--- src/rtl/dma8_pkg.sv ---
package dma8_pkg;

    typedef enum logic [1:0] {
        SEQ_STEP  = 2'd0,
        SEQ_BLOCK = 2'd1,
        SEQ_BURST = 2'd2,
        SEQ_CONT  = 2'd3
    } seq_e;

    typedef enum logic [1:0] {
        ST_IDLE,
        ST_READ,
        ST_WRITE,
        ST_HOLD
    } st_e;

    typedef enum logic [1:0] {
        REG_SRC  = 2'd0,
        REG_DST  = 2'd1,
        REG_CNT  = 2'd2,
        REG_MODE = 2'd3
    } reg_e;

    // Mode word as stored (bits 7:6 of the written value are dropped)
    typedef struct packed {
        logic [7:0] blen;
        seq_e       seq;
        logic [1:0] size;
        logic       trig_int;
        logic       en;
    } mode_t;

    function automatic logic [2:0] unit_bytes(input logic [1:0] sz);
        unique case (sz)
            2'd0:    return 3'd1;
            2'd1:    return 3'd2;
            default: return 3'd4;
        endcase
    endfunction

endpackage

--- src/rtl/dma8_chan_regs.sv ---
module dma8_chan_regs
    import dma8_pkg::*;
#(
    parameter int AW = 32,
    parameter int CW = 16
) (
    input  logic          clk,
    input  logic          rst_n,
    input  logic          cfg_we,
    input  logic [1:0]    cfg_sel,
    input  logic [AW-1:0] cfg_wdata,
    input  logic          adv,
    output logic [AW-1:0] src,
    output logic [AW-1:0] dst,
    output logic [CW-1:0] cnt,
    output mode_t         mode,
    output logic          done,
    output logic          done_pulse
);

    logic [AW-1:0] step_amt;
    logic          hits_zero;

    assign step_amt  = AW'(unit_bytes(mode.size));
    assign hits_zero = (cnt == CW'(1));

    always_ff @(posedge clk) begin
        if (!rst_n) begin
            src        <= '0;
            dst        <= '0;
            cnt        <= '0;
            mode       <= '0;
            done       <= 1'b0;
            done_pulse <= 1'b0;
        end else begin
            done_pulse <= 1'b0;
            if (cfg_we) begin
                unique case (reg_e'(cfg_sel))
                    REG_SRC:  src <= cfg_wdata;
                    REG_DST:  dst <= cfg_wdata;
                    REG_CNT:  cnt <= cfg_wdata[CW-1:0];
                    REG_MODE: begin
                        mode <= mode_t'({cfg_wdata[15:8], cfg_wdata[5:0]});
                        done <= 1'b0;
                    end
                endcase
            end
            if (adv) begin
                src <= src + step_amt;
                dst <= dst + step_amt;
                cnt <= cnt - CW'(1);
                if (hits_zero) begin
                    done       <= 1'b1;
                    done_pulse <= 1'b1;
                end
            end
        end
    end

endmodule

--- src/rtl/dma8_trig.sv ---
module dma8_trig (
    input  logic clk,
    input  logic rst_n,
    input  logic req_ext,
    input  logic req_int,
    input  logic use_int,
    input  logic level_mode,
    input  logic armed,
    input  logic take,
    output logic want
);

    logic lvl;
    logic prev;
    logic pend;

    assign lvl  = use_int ? req_int : req_ext;
    assign want = armed && (level_mode ? lvl : pend);

    always_ff @(posedge clk) begin
        if (!rst_n) begin
            prev <= 1'b0;
            pend <= 1'b0;
        end else begin
            prev <= lvl;
            if (!armed || level_mode) begin
                pend <= 1'b0;
            end else begin
                pend <= (pend && !take) || (lvl && !prev);
            end
        end
    end

endmodule

--- src/rtl/dma8_prio_arb.sv ---
module dma8_prio_arb #(
    parameter int N  = 8,
    localparam int IW = $clog2(N)
) (
    input  logic [N-1:0]  req,
    output logic [IW-1:0] idx,
    output logic          vld
);

    always_comb begin
        idx = '0;
        vld = |req;
        for (int i = N - 1; i >= 0; i--) begin
            if (req[i]) begin
                idx = IW'(i);
            end
        end
    end

endmodule

--- src/rtl/dma8_engine.sv ---
module dma8_engine
    import dma8_pkg::*;
#(
    parameter int NCH = 8,
    parameter int AW  = 32,
    parameter int DW  = 32,
    parameter int CW  = 16,
    localparam int CHW = $clog2(NCH)
) (
    input  logic            clk,
    input  logic            rst_n,
    input  logic            cfg_we,
    input  logic [CHW-1:0]  cfg_ch,
    input  logic [1:0]      cfg_sel,
    input  logic [AW-1:0]   cfg_wdata,
    input  logic [NCH-1:0]  dreq_ext,
    input  logic [NCH-1:0]  dreq_int,
    input  logic            nmi,
    input  logic            int_hold,
    output logic            mem_req,
    output logic            mem_we,
    output logic [1:0]      mem_size,
    output logic [AW-1:0]   mem_addr,
    output logic [DW-1:0]   mem_wdata,
    input  logic [DW-1:0]   mem_rdata,
    input  logic            mem_ack,
    output logic [NCH-1:0]  done_flag,
    output logic [NCH-1:0]  done_irq
);

    logic [AW-1:0]  src_a [NCH];
    logic [AW-1:0]  dst_a [NCH];
    logic [CW-1:0]  cnt_a [NCH];
    mode_t          mode_a [NCH];
    logic [NCH-1:0] want;
    logic [NCH-1:0] adv;
    logic [NCH-1:0] take;

    // Per-channel register banks and trigger front ends
    for (genvar g = 0; g < NCH; g++) begin : g_ch
        dma8_chan_regs #(.AW(AW), .CW(CW)) u_regs (
            .clk        (clk),
            .rst_n      (rst_n),
            .cfg_we     (cfg_we && (cfg_ch == CHW'(g))),
            .cfg_sel    (cfg_sel),
            .cfg_wdata  (cfg_wdata),
            .adv        (adv[g]),
            .src        (src_a[g]),
            .dst        (dst_a[g]),
            .cnt        (cnt_a[g]),
            .mode       (mode_a[g]),
            .done       (done_flag[g]),
            .done_pulse (done_irq[g])
        );

        dma8_trig u_trig (
            .clk        (clk),
            .rst_n      (rst_n),
            .req_ext    (dreq_ext[g]),
            .req_int    (dreq_int[g]),
            .use_int    (mode_a[g].trig_int),
            .level_mode (mode_a[g].seq == SEQ_CONT),
            .armed      (mode_a[g].en && (cnt_a[g] != '0)),
            .take       (take[g]),
            .want       (want[g])
        );
    end

    logic [CHW-1:0] gidx;
    logic           gvld;

    dma8_prio_arb #(.N(NCH)) u_arb (
        .req (want),
        .idx (gidx),
        .vld (gvld)
    );

    // Sequencer state and per-run context
    st_e            st, st_n;
    logic [CHW-1:0] cur;
    seq_e           seq_cur;
    logic [7:0]     blk_left;
    logic [DW-1:0]  rbuf;

    logic  pause;
    logic  go;
    logic  wr_done;
    logic  last_unit;
    logic  more;
    mode_t cur_mode;

    assign pause     = nmi || int_hold;
    assign go        = (st == ST_IDLE) && gvld && !pause;
    assign wr_done   = (st == ST_WRITE) && mem_ack;
    assign cur_mode  = mode_a[cur];
    assign last_unit = (cnt_a[cur] == CW'(1));
    assign more      = !last_unit &&
                       ((seq_cur == SEQ_BURST) ||
                        ((seq_cur == SEQ_BLOCK) && (blk_left != 8'd0)));

    // State register
    always_ff @(posedge clk) begin
        if (!rst_n) begin
            st <= ST_IDLE;
        end else begin
            st <= st_n;
        end
    end

    // Next-state logic
    always_comb begin
        st_n = st;
        unique case (st)
            ST_IDLE: begin
                if (go) st_n = ST_READ;
            end
            ST_READ: begin
                if (mem_ack) st_n = ST_WRITE;
            end
            ST_WRITE: begin
                if (mem_ack) begin
                    if (!more)      st_n = ST_IDLE;
                    else if (pause) st_n = ST_HOLD;
                    else            st_n = ST_READ;
                end
            end
            ST_HOLD: begin
                if (!pause) st_n = ST_READ;
            end
        endcase
    end

    // Run context: granted channel, its sequence, block budget, read data
    always_ff @(posedge clk) begin
        if (!rst_n) begin
            cur      <= '0;
            seq_cur  <= SEQ_STEP;
            blk_left <= '0;
            rbuf     <= '0;
        end else begin
            if (go) begin
                cur      <= gidx;
                seq_cur  <= mode_a[gidx].seq;
                blk_left <= (mode_a[gidx].blen == 8'd0) ? 8'd0
                                                       : mode_a[gidx].blen - 8'd1;
            end
            if ((st == ST_READ) && mem_ack) begin
                rbuf <= mem_rdata;
            end
            if (wr_done && (seq_cur == SEQ_BLOCK) && (blk_left != 8'd0)) begin
                blk_left <= blk_left - 8'd1;
            end
        end
    end

    // Outputs
    always_comb begin
        mem_req   = 1'b0;
        mem_we    = 1'b0;
        mem_addr  = src_a[cur];
        mem_size  = (cur_mode.size == 2'd3) ? 2'd2 : cur_mode.size;
        mem_wdata = rbuf;
        adv       = '0;
        take      = '0;
        unique case (st)
            ST_IDLE: begin
                if (go) take = NCH'(1) << gidx;
            end
            ST_READ: begin
                mem_req = 1'b1;
            end
            ST_WRITE: begin
                mem_req  = 1'b1;
                mem_we   = 1'b1;
                mem_addr = dst_a[cur];
                if (mem_ack) adv = NCH'(1) << cur;
            end
            ST_HOLD: begin
            end
        endcase
    end

endmodule

--- config.mk ---
export PLATFORM = sky130hd
export DESIGN_NAME = dma8_engine
export DESIGN_NICKNAME = d
export VERILOG_FILES = /design/src/rtl/dma8_pkg.sv /design/src/rtl/dma8_chan_regs.sv /design/src/rtl/dma8_trig.sv /design/src/rtl/dma8_prio_arb.sv /design/src/rtl/dma8_engine.sv
export SDC_FILE = /design/constraint.sdc
export NUM_CORES = 2
export LEC_CHECK = 0
export ABC_AREA = 1
export BUFFER_PORTS_ARGS = -buffer_cell sky130_fd_sc_hd__buf_2
export CAP_MARGIN = 30
export CELL_PAD_IN_SITES_DETAIL_PLACEMENT = 1
export CELL_PAD_IN_SITES_GLOBAL_PLACEMENT = 1
export CORE_ASPECT_RATIO = 0.75
export CORE_MARGIN = 2
export CORE_UTILIZATION = 41
export CTS_CLUSTER_SIZE = 30
export DETAILED_ROUTE_END_ITERATION = 10
export PLACE_DENSITY = 0.85
export SYNTH_ARGS = -nofsm -noshare
export SYNTH_HDL_FRONTEND = slang
export SYNTH_SLANG_ARGS = --single-unit
--- constraint.sdc ---
create_clock -name clk -period 3.2 [get_ports clk]
set_clock_uncertainty 0.2 [all_clocks]
set_input_delay 0.32 -clock clk [delete_from_list [all_inputs] [get_ports clk]]
set_output_delay 0.32 -clock clk [all_outputs]
set_load 0.05 [all_outputs]
==> flow_summary.ini, run 1 <==
[status]
status = did not finish
lastStage = 5_1_grt
error_message = [ERROR GRT-0232] Routing congestion too high. Check the congestion heatmap in the GUI.

[placed_design]
io_buffer_count = 174
dpl.hpwl_mm = 194.9
gp_congestion = 1.005
place_inst = 10530
placed_area_sq_um = 60710

[logic_synthesis]
ys_warn_count = 0
ys.flop_type = dfxtp_1
synth_nets = 8567
synth_seq_area_share_pct = 31.27
synthArstFlopShare_pct = 0
synthDistinctLibCells = 71
netlist_area_sq_um = 53200
synthCells = 8388
ys_seq_elements = 831
synth_edf_count = 0
syn_avg_cell_area_sq_um = 6.343

[global_route]
grt_max_degree = 96
overflow = 619
grt_util_all_layers_pct = 82.69

[die]
placementRows = 114
start_util_pct = 41.31
die_h_um = 316.0
ios = 175
die_x_um = 420.0

[clock_network]
clock-root-buffer = clkbuf_16
clock-sinks = 831
clockBufferDepth = 3
cts-buffers-inserted = 95
h-tree-depth = 3
metrics by stage:
stage	worst slack (ps)	setup TNS, ps	util [%]
after CTS	-547.8	-16990	56.07
after detailed placement	-730.2	-34810	47.13
after global placement	-640.4	-17690	47.11
after floorplan	-24.92	-37.56	-
kinds of logic after synthesis:
| group | count (synthesis) | synth area share (%) |
|---|---|---|
| compound gates | 1752 | 19.87 |
| xor+xnor | 227 | 3.737 |
| fa+ha+maj | 88 | 2.295 |
| buf+inv | 1328 | 9.595 |
| flops | 831 | 31.27 |
| mux | 2 | 0.03763 |
| simple gates | 4160 | 33.20 |
Yosys cell counts (22+ instances only):
cell | instances | area (sq um)
a21oi_1 | 351 | 1757
a221oi_1 | 38 | 332.8
a22oi_1 | 68 | 510.5
a31oi_1 | 542 | 3391
buf_1 | 33 | 123.9
clkbuf_1 | 401 | 1505
clkinv_1 | 27 | 101.4
dfxtp_1 | 831 | 16640
ha_1 | 72 | 900.9
inv_1 | 820 | 3078
nand2_1 | 2316 | 8693
nand2_2 | 22 | 137.6
nand3_1 | 482 | 2412
nand4_1 | 108 | 675.7
nor2_1 | 832 | 3123
nor2_2 | 31 | 193.9
nor3_1 | 159 | 795.8
nor4_1 | 70 | 437.9
o2111ai_1 | 30 | 262.8
o211ai_1 | 56 | 420.4
o21ai_0 | 427 | 2137
o22ai_1 | 108 | 675.7
o311ai_0 | 29 | 254.0
or2_2 | 52 | 325.3
xnor2_1 | 43 | 376.6
xor2_1 | 184 | 1612
metal layers:
metal / GRT usage, % / GRT overflow
met1: 81.85 / 20
met2: 91.28 / 325
met3: 76.04 / 28
met4: 82.58 / 244
met5: 60.03 / 2
timing repair:
item / in CTS
pin swaps: 357
setup buffers: 395
hold endpoints to repair: 188
gates resized for setup: 968
setup endpoints to repair: 211
gates cloned: 31
hold buffers: 74
==> inputs of run 2 (changes only) <==
--- a/config.mk
+++ b/config.mk
@@ -8,14 +8,10 @@
 export ABC_AREA = 1
 export BUFFER_PORTS_ARGS = -buffer_cell sky130_fd_sc_hd__buf_2
 export CAP_MARGIN = 30
-export CELL_PAD_IN_SITES_DETAIL_PLACEMENT = 1
-export CELL_PAD_IN_SITES_GLOBAL_PLACEMENT = 1
-export CORE_ASPECT_RATIO = 0.75
 export CORE_MARGIN = 2
-export CORE_UTILIZATION = 41
-export CTS_CLUSTER_SIZE = 30
+export CORE_UTILIZATION = 30
 export DETAILED_ROUTE_END_ITERATION = 10
-export PLACE_DENSITY = 0.85
+export PLACE_DENSITY_LB_ADDON = 0.15
 export SYNTH_ARGS = -nofsm -noshare
 export SYNTH_HDL_FRONTEND = slang
 export SYNTH_SLANG_ARGS = --single-unit
==> constraint.sdc (replaced) <==
create_clock -name clk -period 4.15 [get_ports clk]
set_clock_uncertainty 0.2 [all_clocks]
set_input_delay 0.415 -clock clk [delete_from_list [all_inputs] [get_ports clk]]
set_output_delay 0.415 -clock clk [all_outputs]
set_load 0.05 [all_outputs]
==> run 2 against run 1 <==
Synthesized area did not move. The run now ends clean. Synthesized cell count unchanged.
==> flow_summary.ini, run 2 <==
[logic_synthesis]
synth_largest_area_cell = dfxtp_1
synth.most_common_cell = nand2_1
ys.flop_type = dfxtp_1
synthArstFlopShare_pct = 0
netlist_area_sq_um = 53200
synthDistinctLibCells = 71
ys_warn_count = 0
synthTopCellsByArea = dfxtp_1, nand2_1, a31oi_1
synthDominantCellAreaShare_pct = 31.27
synth_edf_count = 0
ys_seq_elements = 831
synth_commonest_cells = nand2_1, nor2_1, dfxtp_1
synthCells = 8388
synth_seq_area_share_pct = 31.27
synth_nets = 8567
syn_avg_cell_area_sq_um = 6.343

[placed_design]
place_inst = 10640
io_buffer_count = 174
dpl.hpwl_mm = 185.6
gp_congestion = 0.9652

[sta]
hold_violations = 0
setup_violations = 0
worstMarginPinSlew_ps = 1007
max_freq_mhz = 243.4
grt_setup_unrepaired = yes
max_slew_margin_pct = 32.89
slew_violations = 0
fin_crit_sh_pct = 98.99
layout_min_cycle_time_ps = 4108
setup_tns_ps = 0

[clock_network]
clock-sinks = 831
clockBufferDepth = 3
cts-buffers-inserted = 112
cts_tree = done
clk_latency_ps = 770
clock-root-buffer = clkbuf_16
h-tree-depth = 3
clk_pin_slew_ps = 60

[layout]
drive_gt1_share_pct = 9.974
fin_cells = 10920
postLayoutCoreUtil_pct = 35.41
fin_nets = 8673
layout_commonest_cell = nand2_1
area_delta_synth_final_pct = 17.22
mostFrequentLayoutCells = nand2_1, dfxtp_1, inv_1
largestRegisters = g_ch.u_regs.dst: 256 flops, g_ch.u_regs.src: 256 flops, g_ch.u_regs.cnt: 128 flops

[worst_setup_path]
rrSetupSlack_ps = 250
arrival_ps = 3490
worstPathCellList = inv_1, nor2_4, inv_2, buf_12, buf_4, o21ai_0, o221ai_1, nand2_1, buf_2
critical_path_peak_fanout = 19
worstPathRequired_ps = 3530
cp_num_buf_inv = 5
crit_path_start_kind = flip-flop
r2r-end = g_ch[1].u_regs.dst[30]$_SDFFE_PN0P_
rr_worst_depth = 19
crit_type = reg2out
cp_slowest_cell = o21ai_0
endpoint_kind = output pin
critical_path.top_delay_family = buffers and inverters
regToRegStartpoint = g_ch[1].u_regs.mode[3]$_SDFFE_PN0P_
worstSetupPathDepth = 9
max_stage_delay_ps = 620

[hold_path]
hold_path_depth = 6
hold_end = g_ch[3].u_trig.pend$_SDFF_PP0_
min_from = dreq_int[3]
hold_class = in2reg

[detailed_routing]
dr.first_iter.drc_count = 7000
drc = 0
drt-total-wl_mm = 253.3
via_per_inst = 5.431
avgRoutedWirePerCell_um = 23.19
ant_nets = 0
drt_pass1_iterations = 6
vias = 59330

[die]
die_x_um = 425.1
die_h_um = 425.1
coreArea_sq_um = 176100
ios = 175
placementRows = 154
die_area_sq_um = 180700
start_util_pct = 30.21

[power]
internal_power_mw = 14.90
pwr-share-clk_pct = 49.3
power_mw = 21.09
combPwrFrac_pct = 11.5
vdd_drop_max_mv = 0.3433
power.leakage_nw = 21.97
pwr_density_cell_nw_per_um2 = 338.1
switching_share_pct = 29.34
p_sw_mw = 6.187
seq_power_share_pct = 39.2

[global_route]
grt_pass1_vias = 54860
antenna_found_initial = 7
overflow = 0
grt_pass1_wl_mm = 368.0
grt_util_all_layers_pct = 26.95
grt_max_degree = 118

[flow_run]
max-cap-violations = 0

[status]
status = finished, final reports clean
-- run 2: cell counts after synthesis --
No cell type changed its count.
-- run 2: kinds of logic (layout without fill, tap and decap cells) --
| group | count (synthesis) | count (layout) | share of synthesized area (%) |
|---|---|---|---|
| XOR/XNOR | 227 | 227 | 3.737 |
| AO/OA/AOI/OAI | 1752 | 1752 | 19.87 |
| multiplexers | 2 | 2 | 0.03763 |
| buffers and inverters | 1328 | 1521 | 9.595 |
| AND/OR/NAND/NOR | 4160 | 4161 | 33.20 |
| other | 0 | 1 | 0 |
| flip-flops | 831 | 831 | 31.27 |
| adder cells (fa/ha/maj) | 88 | 88 | 2.295 |
-- run 2: layout make-up --
class,instances,area (sq um)
antenna,1,2.502
clock buffer,165,3323
clock inverter,37,543.0
fill,19330,113700
inverter,864,3252
multi-input combinational,6230,31860
sequential,831,16640
tap,2340,2928
timing repair buffer,455,3812
-- run 2: worst register-to-register path, stage by stage, from the launching register on --
cell     delay (ps)
dfxtp_1         380
nor2_1          190
ha_1            190
inv_1            60
fa_1            360
inv_1            80
nand2_1         100
a21oi_4         210
nand4_1         180
nor2_2          180
nand4_1         200
nor3_2          250
nand2_1         200
nor4_4          210
nand3_1         190
nor2_2          190
nand3_1         110
xor2_1          150
nand2_1          60
a21oi_1          70
-- run 2: power groups by stage --
| stage | sequential [mW] | clock [mW] | combinational, mW |
|---|---|---|---|
| 2_1_floorplan | 8.60 | 0 | 1.22 |
| 3_3_place_gp | 8.44 | 0 | 2.30 |
| 5_1_grt | 8.29 | 10.9 | 2.60 |
| 4_1_cts | 8.27 | 10.5 | 2.40 |
| 3_5_place_dp | 8.44 | 0 | 2.33 |
| 6_report | 8.27 | 10.4 | 2.42 |
-- run 2: through the flow --
step	instance area [sq um]	hold slack, ps	setup WS [ps]
final	62370	60.83	41.78
after global routing	62360	115.3	-89.08
after CTS	61960	43.08	2.620
after detailed placement	57370	252.4	201.4
after global placement	57100	242.4	151.1
after floorplan	53200	224.5	891.7
-- run 2: timing repair --
action / CTS / global route
pin swaps: 0 / 13
buffers inserted: 0 / 10
hold endpoints to repair: 170 / 0
hold buffers: 70 / 0
cloned: 0 / 2
gates resized for setup: 5 / 62
endpoints found under the setup margin: 19 / 42
-- run 2: per-layer routing --
metal / vias up / share of wire (%) / track usage (%)
met1: 28130 / 44 / 37.09
met3: 446 / 6.7 / 3.248
met4: 6 / 5.0 / 12.52
met5: - / 0.018 / 0
met2: 2411 / 44 / 41.82
li1: 28340 / - / -
-- run 2: worst max path at each step --
stage	from	end	slack [ps]
final	cur[1]$_SDFFE_PN0P_	mem_addr[21]	40
after detailed placement	g_ch[4].u_regs.mode[3]$_SDFFE_PN0P_	g_ch[4].u_regs.dst[30]$_SDFFE_PN0P_	200
after global routing	g_ch[5].u_regs.mode[3]$_SDFFE_PN0P_	g_ch[5].u_regs.dst[30]$_SDFFE_PN0P_	-90
after CTS	cur[1]$_SDFFE_PN0P_	mem_addr[30]	3
after floorplan	g_ch[1].u_regs.mode[3]$_SDFFE_PN0P_	g_ch[1].u_regs.dst[30]$_SDFFE_PN0P_	890
after global placement	g_ch[1].u_regs.mode[3]$_SDFFE_PN0P_	g_ch[1].u_regs.src[26]$_SDFFE_PN0P_	150
Note: power is estimated with default switching activity, not from simulation.
